===== config.mk =====
export PLATFORM = sky130hd
export DESIGN_NAME = nic_irq_status
export DESIGN_NICKNAME = d
export VERILOG_FILES = /design/src/rtl/nic_irq_pkg.sv /design/src/rtl/nic_irq_qual.sv /design/src/rtl/nic_irq_sticky.sv /design/src/rtl/nic_irq_summary.sv /design/src/rtl/nic_irq_status.sv
export SDC_FILE = /design/constraint.sdc
export NUM_CORES = 1
export LEC_CHECK = 0
export CAP_MARGIN = 10
export CELL_PAD_IN_SITES_DETAIL_PLACEMENT = 1
export CELL_PAD_IN_SITES_GLOBAL_PLACEMENT = 2
export CORE_ASPECT_RATIO = 2
export CORE_MARGIN = 3
export CORE_UTILIZATION = 12
export CTS_CLUSTER_DIAMETER = 120
export DETAILED_ROUTE_END_ITERATION = 8
export HOLD_SLACK_MARGIN = 0.03
export PLACE_DENSITY = 0.84
export SLEW_MARGIN = 10
export SYNTH_ARGS = -nofsm -noshare
export SYNTH_HDL_FRONTEND = slang
export SYNTH_SLANG_ARGS = --single-unit

===== constraint.sdc =====
create_clock -name clk -period 2.7 [get_ports clk]
set_input_delay 0.27 -clock clk [delete_from_list [all_inputs] [get_ports clk]]
set_output_delay 0.27 -clock clk [all_outputs]
set_load 0.02 [all_outputs]

===== src/rtl/nic_irq_pkg.sv =====
// Shared constants for the interrupt status register: bit positions that
// neighbouring logic decodes, and the group masks derived from them.
package nic_irq_pkg;
    localparam int REG_W  = 32;
    localparam int FLD_W  = 3;

    localparam int B_NIS  = 16;
    localparam int B_AIS  = 15;
    localparam int B_WAKE = 28;
    localparam int B_LCHG = 27;
    localparam int B_ERI  = 14;
    localparam int B_FBE  = 13;
    localparam int B_LF10 = 12;

    localparam int ERR_LO = 23;
    localparam int TX_LO  = 20;
    localparam int RX_LO  = 17;

    // bits feeding the normal summary: 0, 2, 6, 28
    localparam logic [REG_W-1:0] NORM_GRP  = 32'h1000_0045;
    // bits feeding the abnormal summary: 1, 3, 5, 7..11, 13, 27
    localparam logic [REG_W-1:0] ABN_GRP   = 32'h0800_2FAA;
    // events taken straight from evt_i
    localparam logic [REG_W-1:0] PLAIN_EVT = 32'h0400_2FEF;
    // events produced by qualification logic
    localparam logic [REG_W-1:0] QUAL_EVT  = (32'h1 << B_WAKE) | (32'h1 << B_LCHG) |
                                             (32'h1 << B_ERI)  | (32'h1 << B_LF10);
    localparam logic [REG_W-1:0] STICKY    = PLAIN_EVT | QUAL_EVT;
endpackage


===== src/rtl/nic_irq_qual.sv =====
// Event qualification. Turns raw pulses and levels into one set vector for
// the sticky bank. Assumes every pulse input is high for one cycle per event.
module nic_irq_qual
    import nic_irq_pkg::*;
(
    input  logic             clk,
    input  logic             rst_n,
    input  logic [REG_W-1:0] evt_i,
    input  logic             wake_pkt_i,
    input  logic             wake_en_i,
    input  logic             lf10_i,
    input  logic             port_sel_i,
    input  logic             ltest_en_i,
    input  logic             media_mode_i,
    input  logic             chain_mode_i,
    input  logic             rx_buf1_i,
    input  logic             rx_64b_i,
    input  logic             link100_i,
    output logic [REG_W-1:0] set_o
);
    logic link_prev_q;

    // Remember the last link level; reset seeds it with the present level.
    always_ff @(posedge clk) begin
        link_prev_q <= link100_i;
    end

    // Merge direct events with the mode-gated ones.
    always_comb begin
        set_o         = evt_i & PLAIN_EVT;
        set_o[B_WAKE] = wake_pkt_i & wake_en_i;
        set_o[B_LF10] = lf10_i & ~port_sel_i & ltest_en_i & ~media_mode_i;
        set_o[B_ERI]  = chain_mode_i ? rx_64b_i : rx_buf1_i;
        set_o[B_LCHG] = rst_n & (link100_i ^ link_prev_q);
    end
endmodule


===== src/rtl/nic_irq_sticky.sv =====
// Sticky status bank. Holds one flop per implemented event bit. A set beats
// a write-one-to-clear in the same cycle. Unimplemented bits read as 0.
module nic_irq_sticky
    import nic_irq_pkg::*;
#(
    parameter logic [REG_W-1:0] KEEP = STICKY
) (
    input  logic             clk,
    input  logic             rst_n,
    input  logic [REG_W-1:0] set_i,
    input  logic [REG_W-1:0] clr_i,
    output logic [REG_W-1:0] q_o
);
    logic [REG_W-1:0] q_r;

    // Clear first, then apply sets, so that an event survives a clear.
    always_ff @(posedge clk) begin
        if (!rst_n) q_r <= '0;
        else        q_r <= ((q_r & ~clr_i) | set_i) & KEEP;
    end

    assign q_o = q_r;
endmodule


===== src/rtl/nic_irq_summary.sv =====
// Summary and interrupt logic. Reduces the sticky bits to the two group
// summaries and gates each one with its mask. Purely combinational.
module nic_irq_summary
    import nic_irq_pkg::*;
#(
    parameter logic [REG_W-1:0] NGRP = NORM_GRP,
    parameter logic [REG_W-1:0] AGRP = ABN_GRP
) (
    input  logic [REG_W-1:0] st_i,
    input  logic             nis_en_i,
    input  logic             ais_en_i,
    output logic             nis_o,
    output logic             ais_o,
    output logic             irq_o
);
    // OR-reduce each group, then apply the masks.
    always_comb begin
        nis_o = |(st_i & NGRP);
        ais_o = |(st_i & AGRP);
        irq_o = (nis_o & nis_en_i) | (ais_o & ais_en_i);
    end
endmodule


===== src/rtl/nic_irq_status.sv =====
// Top of the interrupt status register. Wires qualification, the sticky bank
// and the summaries together. Holds the bus-off flag and the captured error
// cause, and assembles the read word. Assumes a single clock domain.
module nic_irq_status
    import nic_irq_pkg::*;
(
    input  logic             clk,
    input  logic             rst_n,
    input  logic             wr_en_i,
    input  logic [REG_W-1:0] wr_data_i,
    output logic [REG_W-1:0] rd_data_o,
    input  logic [REG_W-1:0] evt_i,
    input  logic             wake_pkt_i,
    input  logic             wake_en_i,
    input  logic             lf10_i,
    input  logic             port_sel_i,
    input  logic             ltest_en_i,
    input  logic             media_mode_i,
    input  logic             chain_mode_i,
    input  logic             rx_buf1_i,
    input  logic             rx_64b_i,
    input  logic             link100_i,
    input  logic [FLD_W-1:0] err_code_i,
    input  logic [FLD_W-1:0] tx_state_i,
    input  logic [FLD_W-1:0] rx_state_i,
    input  logic             nis_en_i,
    input  logic             ais_en_i,
    output logic             irq_o,
    output logic             bus_off_o
);
    logic [REG_W-1:0] set_w;
    logic [REG_W-1:0] clr_w;
    logic [REG_W-1:0] st_w;
    logic             nis_w;
    logic             ais_w;
    logic             bus_off_q;
    logic [FLD_W-1:0] err_q;

    assign clr_w = wr_en_i ? wr_data_i : '0;

    nic_irq_qual u_qual (
        .clk          (clk),
        .rst_n        (rst_n),
        .evt_i        (evt_i),
        .wake_pkt_i   (wake_pkt_i),
        .wake_en_i    (wake_en_i),
        .lf10_i       (lf10_i),
        .port_sel_i   (port_sel_i),
        .ltest_en_i   (ltest_en_i),
        .media_mode_i (media_mode_i),
        .chain_mode_i (chain_mode_i),
        .rx_buf1_i    (rx_buf1_i),
        .rx_64b_i     (rx_64b_i),
        .link100_i    (link100_i),
        .set_o        (set_w)
    );

    nic_irq_sticky #(.KEEP(STICKY)) u_sticky (
        .clk   (clk),
        .rst_n (rst_n),
        .set_i (set_w),
        .clr_i (clr_w),
        .q_o   (st_w)
    );

    nic_irq_summary #(.NGRP(NORM_GRP), .AGRP(ABN_GRP)) u_sum (
        .st_i     (st_w),
        .nis_en_i (nis_en_i),
        .ais_en_i (ais_en_i),
        .nis_o    (nis_w),
        .ais_o    (ais_w),
        .irq_o    (irq_o)
    );

    // Latch bus-off on a fatal error and keep the cause of the first one.
    always_ff @(posedge clk) begin
        if (!rst_n) begin
            bus_off_q <= 1'b0;
            err_q     <= '0;
        end else if (set_w[B_FBE]) begin
            bus_off_q <= 1'b1;
            if (!bus_off_q) err_q <= err_code_i;
        end
    end

    // Assemble the read word from the sticky bits, summaries and fields.
    always_comb begin
        rd_data_o                    = st_w;
        rd_data_o[B_NIS]             = nis_w;
        rd_data_o[B_AIS]             = ais_w;
        rd_data_o[ERR_LO +: FLD_W]   = err_q;
        rd_data_o[TX_LO +: FLD_W]    = tx_state_i;
        rd_data_o[RX_LO +: FLD_W]    = rx_state_i;
    end

    assign bus_off_o = bus_off_q;
endmodule


==> impl_metrics.ini, run 1 <==
[pwr]
intPower_mw = 0.669
p_comb_share_pct = 23.3
ir_drop_v = 0.000261
p_per_area_nw_per_um2 = 507
p_total_mw = 0.891
p_sw_share_pct = 25.0
p_seq_share_pct = 40.8
p_leak_nw = 0.662
clock_power_share_pct = 35.9
net-switching-power_mw = 0.223

[sta]
period_share_pct = 80.7
fmax_mhz = 459
relSlewSlack_pct = 54.6
final_hold_viol_count = 0
skew_ns = 0.000370
fin_crit_ns = 2.18
drv_slew = 0
rsz0062_at_grt = false
layout_setup_ws_ns = 0.522
setup_tns_ns = 0
finalSetupViolCount = 0
tightest_slew_ns = 0.679

[setup_path]
cp_num_buf_inv = 1
cp-endpoint = irq_o
crit_path_end_kind = output pin
arrival_ns = 1.91
path_max_fanout = 3
r2r-end = err_q[2]$_SDFFE_PN0P_
crit_chain = or4_4, a22o_1, clkdlybuf4s50_1
reg2reg_slack_ns = 1.64
crit_required_ns = 2.43
cp.depth = 3
startpoint_type = register
crit_type = register to output pin
crit_start = u_sticky.q_o[6]$_SDFF_PN0_
critPathMaxStageDelay_ns = 0.55
cp_top_family = simple AND/OR/NAND/NOR gates
cp_slowest_cell = or4_4
r2r-start = bus_off_o$_SDFFE_PN0P_
reg2reg_depth = 3

[clock_tree]
ctsHoldBuffers = 0
clk_pin_slew_worst_paths_ns = 0.06
clk_latency_ns = 0.26
cts_sinks = 22
post_cts_buffers = 0
cts_resized = 0
h-tree-depth = 1
clock_path_buffers = 2
cts-root-buf = clkbuf_16
cts_tree = yes
cts_made_buffers = 3

[route]
drcViolationCount = 0
totalWireLength_mm = 3.22
num_vias = 956
viasPerCell = 3.63
ant_nets = 0
drtIter0Drc = 11
wl_per_cell_um = 12.2
dr.pass1.iters = 2

[placement]
pre_cts_ws_ns = 0.677
dp_cells = 260
place_hpwl_mm = 2.58
io_buffers = 71
gp_congestion = 0.658

[run]
drv_cap = 0

[logic_synthesis]
ys_ff_latch = 22
synth_area_leaders = dfxtp_1 (47%), nor2b_1 (13%), buf_4 (9.6%), a21oi_1 (8.0%), nand2_1 (7.2%)
syn-cell-area_sq_um = 941
yosys_warnings = 0
syn_avg_cell_area_sq_um = 8.79
synth_top_area_share_pct = 46.8
synthCells = 107
synth_area_leader_cell = dfxtp_1
ys_seq_area_share_pct = 46.8
ys_types = 19

[worst_hold_path]
holdCritPathClass = register to register
worstHoldStart = u_sticky.q_o[14]$_SDFF_PN0_

[finish]
nNetsFinal = 259
drive_gt1_share_pct = 2.96
final_util_pct = 23.1
fin_cells = 263
diodes = 0
syn2layout_area_growth_pct = 86.7

[global_route]
grtUsageMet2_pct = 14.3
met1_usage_pct = 7.07
grt_max_degree = 22
top_usage_layer = met2
grt_util_all_layers_pct = 7.62
grt_util_met3_pct = 1.97
grt_pass1_vias = 1035
antenna_found_initial = 0
grt-ovfl-total = 0
grt_pass1_wl_mm = 4.98

[floorplanning]
chipHeight_um = 131
rows = 45
initial_core_util_pct = 12.4
ios = 122
dieArea_sq_um = 9000
core-area_sq_um = 7600
die_width_um = 68.6

[outcome]
status = finished, final reports clean
[worst min-delay path: stages, from the launching register on]
cell      delay [ns]
dfxtp_1         0.31
nand2_1         0.05
a21boi_0        0.06
[through the flow]
step           area [sq um]  hold slack, ns
4_1_cts                1760           0.475
3_5_place_dp           1680           0.465
5_1_grt                1760           0.510
6_report               1760           0.467
3_3_place_gp           1680           0.457
2_1_floorplan           952           0.298
[layout by cell type, fill, tap and decap left out, types with 2 or more instances in the layout]
| cell type | netlist | layout |
|---|---|---|
| nor2b_1 | 20 | 20 |
| nand2_1 | 18 | 18 |
| a21oi_1 | 15 | 15 |
| mux2i_1 | 4 | 4 |
| conb_1 | 1 | 4 |
| clkdlybuf4s50_1 | 0 | 71 |
| nor4_1 | 2 | 2 |
| dfxtp_1 | 22 | 22 |
| clkbuf_16 | 0 | 3 |
[power groups by stage]
stage / registers [mW] / logic (mW) / clock network (mW)
after global placement: 0.371 / 0.209 / 0
after CTS: 0.365 / 0.212 / 0.347
final: 0.364 / 0.208 / 0.320
after floorplan: 0.394 / 0.0748 / 0
after global routing: 0.368 / 0.225 / 0.352
after detailed placement: 0.372 / 0.211 / 0
[sequential cells by signal, summed over array words and instances (netlist names)]
name / count
u_sticky.q_o: 17
err_q: 3
bus_off_o: 1
u_qual.link_prev_q: 1
[synthesized netlist by cell type]
library cell / number
dfxtp_1: 22
a22o_1: 1
xor2_1: 1
mux2i_1: 4
a21boi_0: 1
nor2b_1: 20
nand2_1: 18
o21a_1: 1
nand3_1: 1
or4_4: 1
buf_2: 1
a22oi_1: 1
buf_4: 12
conb_1: 1
nor2_1: 1
a21oi_1: 15
clkbuf_1: 3
nor4_1: 2
nor4bb_1: 1
[layout make-up]
class | count | area (sq um)
flip-flops and latches | 22 | 440
well taps | 94 | 118
repair buffers | 72 | 718
clock buffers | 3 | 75.1
fillers | 888 | 5840
multi-input cells | 72 | 405
[worst min-delay path by stage]
stage	end	cells past startpoint
6_report	u_sticky.q_o[14]$_SDFF_PN0_	2
5_1_grt	u_qual.link_prev_q$_DFF_P_	1
4_1_cts	u_sticky.q_o[14]$_SDFF_PN0_	2
3_5_place_dp	u_sticky.q_o[14]$_SDFF_PN0_	2
3_3_place_gp	u_sticky.q_o[14]$_SDFF_PN0_	2
2_1_floorplan	u_qual.link_prev_q$_DFF_P_	0
[per-layer routing]
layer  vias up  share of wire, %
met1       437                35
met4         0               2.0
li1        463                 -
met5         -                 0
met2        49                55
met3         7               8.1
[cells by family after synthesis]
family	share of synthesized area [%]
buf+inv	11.3
xor+xnor	0.931
mux	4.26
flops	46.8
other cells	0.399
simple gates	25.0
compound gates	11.3
No activity file was read; power rests on OpenSTA's default activity.
==> inputs of run 2 (changes only) <==
--- a/config.mk
+++ b/config.mk
@@ -10,11 +10,11 @@
 export CELL_PAD_IN_SITES_GLOBAL_PLACEMENT = 2
 export CORE_ASPECT_RATIO = 2
 export CORE_MARGIN = 3
-export CORE_UTILIZATION = 12
+export CORE_UTILIZATION = 11
 export CTS_CLUSTER_DIAMETER = 120
 export DETAILED_ROUTE_END_ITERATION = 8
 export HOLD_SLACK_MARGIN = 0.03
-export PLACE_DENSITY = 0.84
+export PLACE_DENSITY = 0.78
 export SLEW_MARGIN = 10
 export SYNTH_ARGS = -nofsm -noshare
 export SYNTH_HDL_FRONTEND = slang
==> constraint.sdc (replaced) <==
create_clock -name clk -period 2.2 [get_ports clk]
set_input_delay 0.22 -clock clk [delete_from_list [all_inputs] [get_ports clk]]
set_output_delay 0.22 -clock clk [all_outputs]
set_load 0.02 [all_outputs]
==> impl_metrics.ini, run 2 (same netlist as run 1, synthesis figures left out) <==
[outcome]
status = finished, final reports clean

[pwr]
intPower_mw = 0.942
p_comb_share_pct = 20.8
p_sw_share_pct = 23.3
p_per_area_nw_per_um2 = 683
p_seq_share_pct = 36.4
p_leak_nw = 0.677
clock_power_share_pct = 42.7
net-switching-power_mw = 0.286
ir_drop_v = 0.000234

[sta]
relSlewSlack_pct = 52.3
finalSetupViolCount = 0
tightest_slew_ns = 0.713
final_hold_viol_count = 0
rsz0062_at_grt = false
skew_ns = 0.000237
setup_tns_ns = 0
fmax_mhz = 472
layout_setup_ws_ns = 0.0806
drv_slew = 0
hold_ws_ns = 0.440
period_share_pct = 96.3
fin_crit_ns = 2.12

[route]
num_vias = 961
dr.pass1.iters = 2
wl_per_cell_um = 12.3
totalWireLength_mm = 3.31
viasPerCell = 3.59
drtIter0Drc = 1
ant_nets = 0
drcViolationCount = 0

[setup_path]
path_max_fanout = 3
crit_type = register to output pin
arrival_ns = 1.90
r2r-end = err_q[2]$_SDFFE_PN0P_
reg2reg_depth = 3
startpoint_type = register
crit_start = u_sticky.q_o[6]$_SDFF_PN0_
crit_path_end_kind = output pin
reg2reg_slack_ns = 1.15
r2r-start = bus_off_o$_SDFFE_PN0P_
crit_required_ns = 1.98
cp-endpoint = irq_o

[finish]
diodes = 0
drive_gt1_share_pct = 4.12
syn2layout_area_growth_pct = 91.1
final_util_pct = 21.7
fillCellCount = 973
final_common_cell = clkdlybuf4s50_1
fin_cells = 268
final_cell_mix = clkdlybuf4s50_1 (71), dfxtp_1 (22), nor2b_1 (20), nand2_1 (18), a21oi_1 (15)
nNetsFinal = 259
largest_reg_flops = 17

[placement]
gp_congestion = 0.582
pre_cts_ws_ns = 0.270
place_hpwl_mm = 2.71
dp_cells = 264
io_buffers = 71

[clock_tree]
cts_sinks = 22
clk_pin_slew_worst_paths_ns = 0.06
cts_tree = yes
ctsHoldBuffers = 0
clock_path_buffers = 2
clk_latency_ns = 0.26
post_cts_buffers = 0
cts_made_buffers = 3
h-tree-depth = 1
cts-root-buf = clkbuf_16

[global_route]
grt-ovfl-total = 0
grt_util_all_layers_pct = 6.99
grt_pass1_wl_mm = 5.02
antenna_found_initial = 0
grt_max_degree = 22
grt_pass1_vias = 992

[floorplanning]
dieArea_sq_um = 9770
ios = 122
die_width_um = 71.4
rows = 47
chipHeight_um = 137
core-area_sq_um = 8290
initial_core_util_pct = 11.3

[worst_hold_path]
holdCritPathClass = primary input to output pin

[run]
drv_cap = 0
[run 2: changes by cell type in the layout (fill, tap and decap cells not counted)]
cell and delta:
nor4_1 -1, nor4_2 +1, bufinv_16 +1
[run 2: worst max-delay path: stages, from the launching register on]
cell and delay [ns]:
dfxtp_1 0.32, or4_4 0.54, a22o_1 0.24, clkdlybuf4s50_1 0.53
[run 2: cell type report]
type                       count  area, sq um  area share (%)
clock buffer                   3         75.1            4.18
clock inverter                 1         30.0            1.67
multi-input combinational     72          412            22.9
sequential                    22          440            24.5
tap                           98          123            6.82
timing repair buffer          72          718            39.9
[run 2: worst min path at each step]
stage | depth (start not counted) | startpoint | slack (ns) | end
after global placement | 0 | rx_state_i[0] | 0.44 | rd_data_o[17]
after CTS | 0 | rx_state_i[0] | 0.44 | rd_data_o[17]
after global routing | 0 | rx_state_i[0] | 0.44 | rd_data_o[17]
final | 0 | rx_state_i[2] | 0.44 | rd_data_o[19]
after floorplan | 0 | link100_i | 0.25 | u_qual.link_prev_q$_DFF_P_
after detailed placement | 0 | rx_state_i[0] | 0.44 | rd_data_o[17]
[run 2: power groups by stage]
stage	clock (mW)	sequential (mW)	combinational, mW
finish	0.525	0.448	0.256
global route	0.565	0.453	0.277
CTS	0.559	0.450	0.262
detailed placement	0	0.458	0.261
global placement	0	0.457	0.257
floorplan	0	0.484	0.0918
[run 2: metrics by stage]
step	power, mW	area [sq um]
detailed placement	0.719	1690
CTS	1.27	1800
floorplan	0.576	952
global placement	0.715	1690
global route	1.30	1800
finish	1.23	1800
[run 2: per-layer routing]
metal  up-vias  global-route usage [%]  share of wire [%]
met3         5                    2.72                 11
met2        53                    12.6                 53
met1       440                    6.62                 34
met5         -                       0                  0
met4         0                    3.87                2.1
li1        463                       -                  -
[run 2: timing repair]
| action | in CTS | in global routing |
|---|---|---|
| gates resized for setup | 1 | 0 |
| endpoints found under the hold margin | 0 | 0 |
| endpoints found under the setup margin | 1 | 0 |
